[src/rtl/cevg_pkg.sv]
package cevg_pkg;

    localparam int CODE_W = 8;
    localparam int ADDR_W = 4;
    localparam int LANES  = 4;

    localparam logic [CODE_W-1:0] CODE_OFF  = 8'h00;
    localparam logic [CODE_W-1:0] CODE_TICK = 8'h01;
    localparam int                CODE_BASE = 2;

    localparam logic [CODE_W-1:0] RUN_START = 8'h01;
    localparam logic [CODE_W-1:0] RUN_STOP  = 8'h00;

    localparam logic [ADDR_W-1:0] ADDR_RUN  = 4'h8;
    localparam logic [1:0]        PAGE_CNT  = 2'b00;
    localparam logic [1:0]        PAGE_SEL  = 2'b01;

    typedef enum logic {
        GRP_HALTED   = 1'b0,
        GRP_COUNTING = 1'b1
    } grp_state_e;

    typedef struct packed {
        logic start;
        logic stop;
        logic reprog;
    } grp_cmd_t;

endpackage

[src/rtl/cevg_ctrl.sv]
module cevg_ctrl
    import cevg_pkg::*;
(
    input  logic     clk,
    input  logic     rst_n,
    input  grp_cmd_t cmd,
    output logic     running,
    output logic     clr_all,
    output logic     cnt_step
);

    grp_state_e state_q;
    grp_state_e state_d;

    always_ff @(posedge clk or negedge rst_n) begin
        if (!rst_n) begin
            state_q <= GRP_HALTED;
        end else begin
            state_q <= state_d;
        end
    end

    always_comb begin
        state_d = state_q;
        unique case (state_q)
            GRP_HALTED: begin
                if (cmd.start) begin
                    state_d = GRP_COUNTING;
                end
            end
            GRP_COUNTING: begin
                if (cmd.stop || cmd.reprog) begin
                    state_d = GRP_HALTED;
                end
            end
            default: state_d = GRP_HALTED;
        endcase
    end

    always_comb begin
        running  = (state_q == GRP_COUNTING);
        clr_all  = cmd.start;
        cnt_step = running && !(cmd.start || cmd.stop || cmd.reprog);
    end


    reprog_halts_chk: assert property (@(posedge clk) disable iff (!rst_n)
        cmd.reprog |=> !running);


    stop_halts_chk: assert property (@(posedge clk) disable iff (!rst_n)
        cmd.stop |=> !running);


    start_runs_chk: assert property (@(posedge clk) disable iff (!rst_n)
        cmd.start |=> running);

endmodule

[src/rtl/cevg_evt_mux.sv]
module cevg_evt_mux
    import cevg_pkg::*;
#(
    parameter int EVT_N = 42
)(
    input  logic [CODE_W-1:0] code,
    input  logic [EVT_N-1:0]  evts,
    output logic              hit
);

    always_comb begin
        hit = 1'b0;
        if (code == CODE_TICK) begin
            hit = 1'b1;
        end
        for (int k = 0; k < EVT_N; k++) begin
            if (code == CODE_W'(k + CODE_BASE)) begin
                hit = evts[k];
            end
        end
    end

endmodule

[src/rtl/cevg_lane.sv]
module cevg_lane
    import cevg_pkg::*;
#(
    parameter int COUNT_W = 48,
    parameter int EVT_N   = 42
)(
    input  logic               clk,
    input  logic               rst_n,
    input  logic               sel_wr,
    input  logic [CODE_W-1:0]  sel_wdata,
    input  logic               clr_all,
    input  logic               cnt_step,
    input  logic [EVT_N-1:0]   cache_evt,
    output logic [CODE_W-1:0]  sel_q,
    output logic [COUNT_W-1:0] cnt_q
);

    logic hit;

    cevg_evt_mux #(.EVT_N(EVT_N)) u_mux (
        .code (sel_q),
        .evts (cache_evt),
        .hit  (hit)
    );

    always_ff @(posedge clk or negedge rst_n) begin
        if (!rst_n) begin
            sel_q <= CODE_OFF;
        end else if (sel_wr) begin
            sel_q <= sel_wdata;
        end
    end

    always_ff @(posedge clk or negedge rst_n) begin
        if (!rst_n) begin
            cnt_q <= '0;
        end else if (clr_all) begin
            cnt_q <= '0;
        end else if (cnt_step && hit) begin
            cnt_q <= cnt_q + COUNT_W'(1);
        end
    end


    halted_stable_chk: assert property (@(posedge clk) disable iff (!rst_n)
        (!cnt_step && !clr_all) |=> $stable(cnt_q));


    start_zero_chk: assert property (@(posedge clk) disable iff (!rst_n)
        clr_all |=> (cnt_q == '0));


    tick_adds_one_chk: assert property (@(posedge clk) disable iff (!rst_n)
        (cnt_step && sel_q == CODE_TICK) |=> (cnt_q == $past(cnt_q) + COUNT_W'(1)));


    off_code_idle_chk: assert property (@(posedge clk) disable iff (!rst_n)
        (cnt_step && sel_q == CODE_OFF) |=> $stable(cnt_q));

endmodule

[src/rtl/cevg_top.sv]
module cevg_top
    import cevg_pkg::*;
#(
    parameter int COUNT_W = 48,
    parameter int EVT_N   = 42
)(
    input  logic                  clk,
    input  logic                  rst_n,
    input  logic                  cfg_wr,
    input  logic [ADDR_W-1:0]     cfg_addr,
    input  logic [CODE_W-1:0]     cfg_wdata,
    input  logic [ADDR_W-1:0]     cfg_rd_addr,
    output logic [((COUNT_W > CODE_W) ? COUNT_W : CODE_W)-1:0] cfg_rdata,
    input  logic [EVT_N-1:0]      cache_evt
);

    localparam int RD_W  = (COUNT_W > CODE_W) ? COUNT_W : CODE_W;
    localparam int IDX_W = $clog2(LANES);

    grp_cmd_t           cmd;
    logic               running;
    logic               clr_all;
    logic               cnt_step;
    logic [LANES-1:0]   sel_wr;
    logic [CODE_W-1:0]  sel_arr [LANES];
    logic [COUNT_W-1:0] cnt_arr [LANES];

    always_comb begin
        cmd.reprog = cfg_wr && (cfg_addr[ADDR_W-1:IDX_W] == PAGE_SEL);
        cmd.start  = cfg_wr && (cfg_addr == ADDR_RUN) && (cfg_wdata == RUN_START);
        cmd.stop   = cfg_wr && (cfg_addr == ADDR_RUN) && (cfg_wdata == RUN_STOP);
    end

    cevg_ctrl u_ctrl (
        .clk      (clk),
        .rst_n    (rst_n),
        .cmd      (cmd),
        .running  (running),
        .clr_all  (clr_all),
        .cnt_step (cnt_step)
    );

    for (genvar i = 0; i < LANES; i++) begin : g_lane
        assign sel_wr[i] = cmd.reprog && (cfg_addr[IDX_W-1:0] == IDX_W'(i));

        cevg_lane #(
            .COUNT_W (COUNT_W),
            .EVT_N   (EVT_N)
        ) u_lane (
            .clk       (clk),
            .rst_n     (rst_n),
            .sel_wr    (sel_wr[i]),
            .sel_wdata (cfg_wdata),
            .clr_all   (clr_all),
            .cnt_step  (cnt_step),
            .cache_evt (cache_evt),
            .sel_q     (sel_arr[i]),
            .cnt_q     (cnt_arr[i])
        );
    end

    always_comb begin
        cfg_rdata = '0;
        if (cfg_rd_addr[ADDR_W-1:IDX_W] == PAGE_CNT) begin
            cfg_rdata = RD_W'(cnt_arr[cfg_rd_addr[IDX_W-1:0]]);
        end else if (cfg_rd_addr[ADDR_W-1:IDX_W] == PAGE_SEL) begin
            cfg_rdata = RD_W'(sel_arr[cfg_rd_addr[IDX_W-1:0]]);
        end else if (cfg_rd_addr == ADDR_RUN) begin
            cfg_rdata = RD_W'(running);
        end
    end


    reprog_keeps_counts_chk: assert property (@(posedge clk) disable iff (!rst_n)
        cmd.reprog |=> (cnt_arr[0] == $past(cnt_arr[0])));

endmodule

[config.mk]
export PLATFORM = sky130hd
export DESIGN_NAME = cevg_top
export DESIGN_NICKNAME = d
export VERILOG_FILES = /design/src/rtl/cevg_pkg.sv /design/src/rtl/cevg_ctrl.sv /design/src/rtl/cevg_evt_mux.sv /design/src/rtl/cevg_lane.sv /design/src/rtl/cevg_top.sv
export SDC_FILE = /design/constraint.sdc
export NUM_CORES = 1
export LEC_CHECK = 0
export ABC_AREA = 1
export BUFFER_PORTS_ARGS = -buffer_cell sky130_fd_sc_hd__buf_2
export CAP_MARGIN = 20
export CORE_UTILIZATION = 30
export CTS_CLUSTER_SIZE = 10
export DETAILED_ROUTE_END_ITERATION = 10
export PLACE_DENSITY_LB_ADDON = 0.1
export SLEW_MARGIN = 20
export SYNTH_ARGS = -nofsm -noshare
export SYNTH_HDL_FRONTEND = slang
export SYNTH_SLANG_ARGS = --single-unit
[constraint.sdc]
create_clock -name clk -period 2.8 [get_ports clk]
set_input_delay 0.28 -clock clk [delete_from_list [all_inputs] [get_ports clk]]
set_output_delay 0.28 -clock clk [all_outputs]
set_load 0.03 [all_outputs]
==> flow_metrics.env, run 1 <==
export IMPL_synth_area_leader_cell="dfrtp_1"
export IMPL_numCtsBuffers=29
export IMPL_setup_viol_count_final=192
export IMPL_cts_tree="done"
export IMPL_io_pins=109
export IMPL_worst_slew_pin_slew_ns=1.045
export IMPL_numPortBuffers=108
export IMPL_synth_seq_area_share_pct=28.90
export IMPL_place_hpwl_um=71100
export IMPL_finalPower_mw=12.54
export IMPL_finalHoldViolCount=0
export IMPL_die_area_um2=65960
export IMPL_slowest_delay_ns=0.45
export IMPL_outcome="complete, but fails checks"
export IMPL_cts_sinks=225
export IMPL_synth_area_leaders="dfrtp_1, nand2_1, nand3_1"
export IMPL_fin_crit_sh_pct=121.7
export IMPL_track_usage_pct=28.71
export IMPL_slew_headroom_pct=30.14
export IMPL_areaGrowthSynthToFinish_pct=34.31
export IMPL_cts_root_buf="clkbuf_16"
export IMPL_fin_crit_ns=3.407
export IMPL_rows=93
export IMPL_dp_cells=4179
export IMPL_worstReg2RegEnd="g_lane[0].u_lane.cnt_q[39]"
export IMPL_die_w_um=256.8
export IMPL_synth_cell_types=44
export IMPL_tns_ns=-91.96
export IMPL_peakVddDrop_mv=0.4182
export IMPL_die_y_um=256.8
export IMPL_nNetsFinal=3507
export IMPL_grt_max_degree=79
export IMPL_synth_edf_count=0
export IMPL_violations="setup timing"
export IMPL_grt_pass1_vias=22450
export IMPL_synth_cells=3106
export IMPL_final_cells=4313
export IMPL_diodes=0
export IMPL_synth_top_area_share_pct=28.90
export IMPL_wire_per_inst_um=22.55
export IMPL_fmax_mhz=293.5
export IMPL_coreArea_um2=64350
export IMPL_synth_area_per_cell_um2=6.273
export IMPL_synth_async_sr_flop_share_pct=100.0
export IMPL_clock_latency_ns=0.58
export IMPL_hold_class="in -> reg"
export IMPL_r2r_start="g_lane[0].u_lane.sel_q[0]"
export IMPL_syn_area_um2=19480
export IMPL_clock_skew_final_ns=0.01540
export IMPL_wirelength_um=97240
export IMPL_maxCapViolations=0
export IMPL_overflow=0
export IMPL_preCtsSetupSlack_ns=-0.5520
export IMPL_drive_above_1_share_pct=22.09
export IMPL_critPathCaptureType="flip-flop"
export IMPL_synth_nets=3171
export IMPL_drv_slew=0
export IMPL_power_per_cell_area_nw_per_um2=479.1
export IMPL_crit_start="g_lane[0].u_lane.sel_q[0]"
export IMPL_utilization_pct=40.66
export IMPL_criticalPathCategory="reg -> reg"
export IMPL_critPathLaunchType="flip-flop"
export IMPL_clk_pin_slew_ns=0.06
export IMPL_reg2regPathDepth=35
export IMPL_r2r_setup_slack_ns=-0.61
export IMPL_cts_max_level=1
export IMPL_p_leak_nw=12.44
export IMPL_worst_slack_ns=-0.6073
export IMPL_drc=0
export IMPL_cp_max_fo=5
export IMPL_crit_slowest_cell="dfrtp_1"
export IMPL_gp_congestion=1.001
export IMPL_ys_flop_type="dfrtp_1"
export IMPL_grt_pass1_wl_um=144100
export IMPL_fillers=6988
export IMPL_dr_first_iter_drc_count=2094
export IMPL_ys_ff_latch=225
export IMPL_ant_nets=0
export IMPL_initial_core_util_pct=30.28
export IMPL_hp_start="cfg_wdata[0]"
export IMPL_antenna_found_initial=1
export IMPL_vias=23380
export IMPL_dr_pass1_iters=6
export IMPL_yosysWarnings=0
export IMPL_crit_arrival_ns=3.93
export IMPL_timing_critical_path_mode_cell="nand2_1"
export IMPL_crit_required_ns=3.32
export IMPL_critPathCapture="g_lane[0].u_lane.cnt_q[39]"
export IMPL_clockBufferDepth=3
export IMPL_rsz0062_at_grt="true"
export IMPL_viasPerCell=5.421
how the worst min path moves through the flow:
| stage | to | slack, ns | cells past startpoint |
|---|---|---|---|
| after floorplan | g_lane[0].u_lane.cnt_q[0] | -0.02 | 0 |
| after global placement | g_lane[1].u_lane.cnt_q[17] | 0.17 | 1 |
| after detailed placement | g_lane[1].u_lane.cnt_q[17] | 0.17 | 1 |
| after CTS | u_ctrl.running | 0.08 | 5 |
| after global routing | g_lane[0].u_lane.sel_q[6] | 0.12 | 3 |
| final | u_ctrl.running | 0.11 | 5 |
power by group:
part           leakage (nW)  internal [mW]  switching (mW)
logic                  8.95           2.42            2.91
registers              3.08           3.42           0.219
clock network         0.412           2.01            1.56
area by class of cell:
class	count	area, um2	area share, %
inverter	431	1630	6.231
clock inverter	4	25.02	0.09563
clock buffer	43	828.3	3.165
timing repair buffer	474	4506	17.22
multi-input combinational	2281	12460	47.64
sequential	225	5643	21.57
tap	855	1070	4.088
layout by cell type (no fill, tap or decap), drive strengths merged, types with 4 or more instances in the layout:
cell,instances
nand2,669
buf,468
inv,428
nand3,349
nor2,333
nand4,250
dfrtp,225
xor2,170
o21ai,164
a21oi,133
nor3,87
nor4,59
clkbuf,48
a31o,12
xnor2,9
a31oi,7
nor3b,6
o211ai,5
clkinv,5
a22o,4
o2111ai,4
ha,4
cells by family after synthesis:
| kind of cell | after synthesis | share of synthesized area [%] |
|---|---|---|
| AO/OA/AOI/OAI | 340 | 9.389 |
| XOR/XNOR | 179 | 8.047 |
| adder cells (fa/ha/maj) | 4 | 0.2569 |
| buffers and inverters | 600 | 12.21 |
| flip-flops | 225 | 28.90 |
| AND/OR/NAND/NOR | 1758 | 41.20 |
per-stage QoR:
step | area [um2] | hold slack (ns)
floorplan | 19480 | -0.01559
global placement | 22750 | 0.1652
detailed placement | 22750 | 0.1669
CTS | 25760 | 0.08493
global route | 26170 | 0.1214
finish | 26170 | 0.1103
synthesized netlist by cell type (3+ instances only):
cell	instances
a22o_1	4
inv_2	16
xor2_1	170
nand3_1	347
nor4_1	59
nand2_1	666
a21o_1	3
o21ai_0	162
ha_1	4
a31o_2	11
buf_6	9
o211ai_1	5
nor2_1	326
nor3b_1	6
o2111ai_1	4
nand4_1	250
buf_4	8
nor2_2	7
buf_2	23
dfrtp_1	225
a21oi_1	133
a31oi_1	7
clkbuf_1	118
clkinv_1	3
inv_1	412
xnor2_1	9
buf_1	11
nor3_1	85
worst max-delay path, delay by kind of cell (launching register included):
| family | cells | cell delay (ns) |
|---|---|---|
| simple gates | 29 | 2.11 |
| buf+inv | 5 | 0.65 |
| flops | 1 | 0.45 |
| compound gates | 1 | 0.12 |
flip-flops by register name (all words and copies together) (netlist names):
register	flops
g_lane.u_lane.cnt_q	192
g_lane.u_lane.sel_q	32
u_ctrl.running	1
metal layers:
metal	vias to the layer above	global-route usage [%]	share of wire [%]
li1	11000	-	-
met1	11320	39.68	44
met2	884	45.91	45
met3	181	2.837	6.4
met4	0	11.01	4.1
met5	-	0	0
repair_timing:
action | in CTS | in global routing
cloned | 33 | 6
gates resized for setup | 220 | 101
hold buffers | 1 | 0
buffers inserted | 49 | 9
pin swaps | 110 | 158
setup endpoints to repair | 192 | 192
endpoints found under the hold margin | 166 | 0
No activity file was read; power rests on OpenSTA's default activity.
==> inputs of run 2 (changes only) <==
--- a/config.mk
+++ b/config.mk
@@ -5,13 +5,13 @@
 export SDC_FILE = /design/constraint.sdc
 export NUM_CORES = 1
 export LEC_CHECK = 0
-export ABC_AREA = 1
 export BUFFER_PORTS_ARGS = -buffer_cell sky130_fd_sc_hd__buf_2
 export CAP_MARGIN = 20
 export CORE_UTILIZATION = 30
 export CTS_CLUSTER_SIZE = 10
 export DETAILED_ROUTE_END_ITERATION = 10
 export PLACE_DENSITY_LB_ADDON = 0.1
+export SKIP_LAST_GASP = 1
 export SLEW_MARGIN = 20
 export SYNTH_ARGS = -nofsm -noshare
 export SYNTH_HDL_FRONTEND = slang
==> run 2 against run 1 <==
Compared with the run above: the flow still finishes with violations (setup timing); setup slack improved by 0.51 ns; area after synthesis fell by 17%; sequential power fell by 2%; final area fell by 16%; critical path depth fell by 25; sequential share of layout area rose by 4.0 points; worst hold slack got worse by 0.068 ns; combinational power fell by 41%; first-iteration DRC count fell by 32%; power fell by 17%; synthesized cell count fell by 44%; critical endpoint is now g_lane[2].u_lane.cnt_q[17]; largest power group is now clock.
==> flow_metrics.env, run 2 <==
export IMPL_outcome="complete, but fails checks"
export IMPL_violations="setup timing"
export IMPL_rsz0062_at_grt="true"
export IMPL_ys_ff_latch=225
export IMPL_numPortBuffers=108
export IMPL_ant_nets=0
export IMPL_synthTopCellsByCount="dfrtp_1, a21oi_1, nand2_1, nor2_1, o21ai_0"
export IMPL_synth_cell_types=97
export IMPL_fin_area_um2=22100
export IMPL_cts_tree="done"
export IMPL_dr_pass1_iters=6
export IMPL_largest_register="g_lane.u_lane.cnt_q"
export IMPL_finalHoldViolCount=0
export IMPL_layout_common_cells="buf_4, dfrtp_1, nand2_1"
export IMPL_power_per_cell_area_nw_per_um2=469.6
export IMPL_synth_nets=1805
export IMPL_io_pins=109
export IMPL_placed_cell_area_um2=19250
export IMPL_synth_area_per_cell_um2=9.318
export IMPL_synth_seq_area_share_pct=34.73
export IMPL_die_y_um=234.5
export IMPL_finalPower_mw=10.38
export IMPL_largest_reg_flops=192
export IMPL_drv_slew=0
export IMPL_coreArea_um2=52970
export IMPL_dr_first_iter_drc_count=1433
export IMPL_use_met2_pct=40.74
export IMPL_drive_above_1_share_pct=37.26
export IMPL_clock_skew_final_ns=0.02800
export IMPL_track_usage_pct=25.45
export IMPL_overflow=0
export IMPL_cts_max_level=1
export IMPL_diodes=0
export IMPL_viasPerCell=5.854
export IMPL_r2r_setup_slack_ns=-0.1
export IMPL_yosysWarnings=0
export IMPL_cp_max_fo=6
export IMPL_grt_pass1_wl_um=103500
export IMPL_synth_top_area_share_pct=34.73
export IMPL_clk_pin_slew_ns=0.06
export IMPL_final_common_cell="buf_4"
export IMPL_utilization_pct=41.71
export IMPL_grt_most_used_layer="met2"
export IMPL_maxCapViolations=0
export IMPL_critPathCaptureType="flip-flop"
export IMPL_tns_ns=-0.8811
export IMPL_use_met1_pct=35.22
export IMPL_fin_crit_sh_pct=103.5
export IMPL_synth_cells=1740
export IMPL_final_cells=2776
export IMPL_fmax_mhz=344.9
export IMPL_met3_usage_pct=3.343
export IMPL_antenna_found_initial=1
export IMPL_grt_max_degree=65
export IMPL_die_area_um2=54980
export IMPL_place_hpwl_um=50440
export IMPL_synth_edf_count=0
export IMPL_cts_sinks=225
export IMPL_worst_slack_ns=-0.09907
export IMPL_grt_pass1_vias=15640
export IMPL_vias=16250
export IMPL_initial_core_util_pct=30.61
export IMPL_synth_async_sr_flop_share_pct=100.0
export IMPL_yosysMostFrequentCell="dfrtp_1"
export IMPL_clockBufferDepth=3
export IMPL_gp_congestion=0.9592
export IMPL_critPathLaunchType="flip-flop"
export IMPL_numCtsBuffers=29
export IMPL_crit_required_ns=3.25
export IMPL_preCtsSetupSlack_ns=-0.2514
export IMPL_wirelength_um=71600
export IMPL_worst_slew_pin_slew_ns=0.9550
export IMPL_nNetsFinal=2137
export IMPL_hold_slack_ns=0.04261
export IMPL_syn_area_um2=16210
export IMPL_cts_root_buf="clkbuf_16"
export IMPL_clock_latency_ns=0.59
export IMPL_areaGrowthSynthToFinish_pct=36.29
export IMPL_slew_headroom_pct=36.33
export IMPL_fin_crit_ns=2.899
export IMPL_ys_flop_type="dfrtp_1"
export IMPL_drc=0
export IMPL_synth_area_leader_cell="dfrtp_1"
export IMPL_wire_per_inst_um=25.79
export IMPL_rows=84
export IMPL_dp_cells=2664
export IMPL_die_w_um=234.5
export IMPL_crit_arrival_ns=3.35
export IMPL_setup_viol_count_final=35
export IMPL_criticalPathCategory="reg -> reg"
export IMPL_p_leak_nw=9.131
export IMPL_peakVddDrop_mv=0.4534
export IMPL_hold_class="in -> reg"
export IMPL_synth_area_leaders="dfrtp_1, mux4_2, a21oi_1"
==> run 2: cell types whose count changed after synthesis, moves of 166 or more <==
cell,previous run,this run
nand2_1,666,125
inv_1,412,48
xor2_1,170,4
nand3_1,347,90
nand4_1,250,55
nor2_1,326,98
==> run 2: final timing paths <==
check / to / cells after the start / from
max: g_lane[2].u_lane.cnt_q[17] / 10 / g_lane[2].u_lane.sel_q[0]
min: g_lane[3].u_lane.sel_q[5] / 2 / cfg_wdata[5]
max reg2reg: g_lane[2].u_lane.cnt_q[17] / 10 / g_lane[2].u_lane.sel_q[0]
min reg2reg: g_lane[1].u_lane.cnt_q[40] / 1 / g_lane[1].u_lane.cnt_q[40]
max in group asynchronous: g_lane[0].u_lane.sel_q[2] / 3 / rst_n
min in group asynchronous: g_lane[1].u_lane.cnt_q[19] / 2 / rst_n
==> run 2: logic make-up (layout without fill, tap and decap cells) <==
logic type                 Yosys count  in the layout  synth area share (%)
adders and majority gates            4              4                0.3087
AOI/OAI and AO/OA                  441            441                 18.49
DFF                                225            225                 34.73
and+or+nand+nor                    702            702                 24.76
buffers and inverters              177            525                 4.785
xor gates and xnor gates            37             37                 1.999
muxes                              154            154                 14.93
==> run 2: metal layers <==
metal,share of wire (%),wire [um]
met5,0,0
met4,3.4,2456
met3,5.3,3818
met2,46,33220
met1,45,32110
==> run 2: where the power goes <==
group	leakage, nW	internal (mW)	total (mW)	switching (mW)
Clock	0.430	2.08	3.64	1.56
Sequential	2.97	3.37	3.58	0.202
Combinational	5.73	1.57	3.16	1.60
Total	9.13	7.02	10.4	3.36
==> run 2: area by class of cell <==
class / count / area, um2
Fill cell: 5270 / 30870
Multi-Input combinational cell: 1338 / 10760
Sequential cell: 225 / 5642
Timing Repair Buffer: 426 / 3759
Tap cell: 688 / 860.8
Clock buffer: 41 / 810.8
Inverter: 52 / 197.7
Clock inverter: 6 / 62.56
==> run 2: critical path: stages, from the launching register on <==
cell and delay, ns:
dfrtp_2 0.44, buf_12 0.15, mux4_2 0.33, nor2_1 0.05, a311oi_2 0.29, nand2_1 0.16
a2111oi_4 0.42, o21ai_4 0.14, buf_6 0.15, or4_4 0.53, mux2i_1 0.13
==> run 2: timing repair <==
item,4_1_cts,5_1_grt
setup endpoints to repair,107,174
gates cloned,9,5
buffers inserted,25,31
hold buffers,1,0
pin swaps,54,148
gates resized for setup,54,214
hold endpoints to repair,45,0
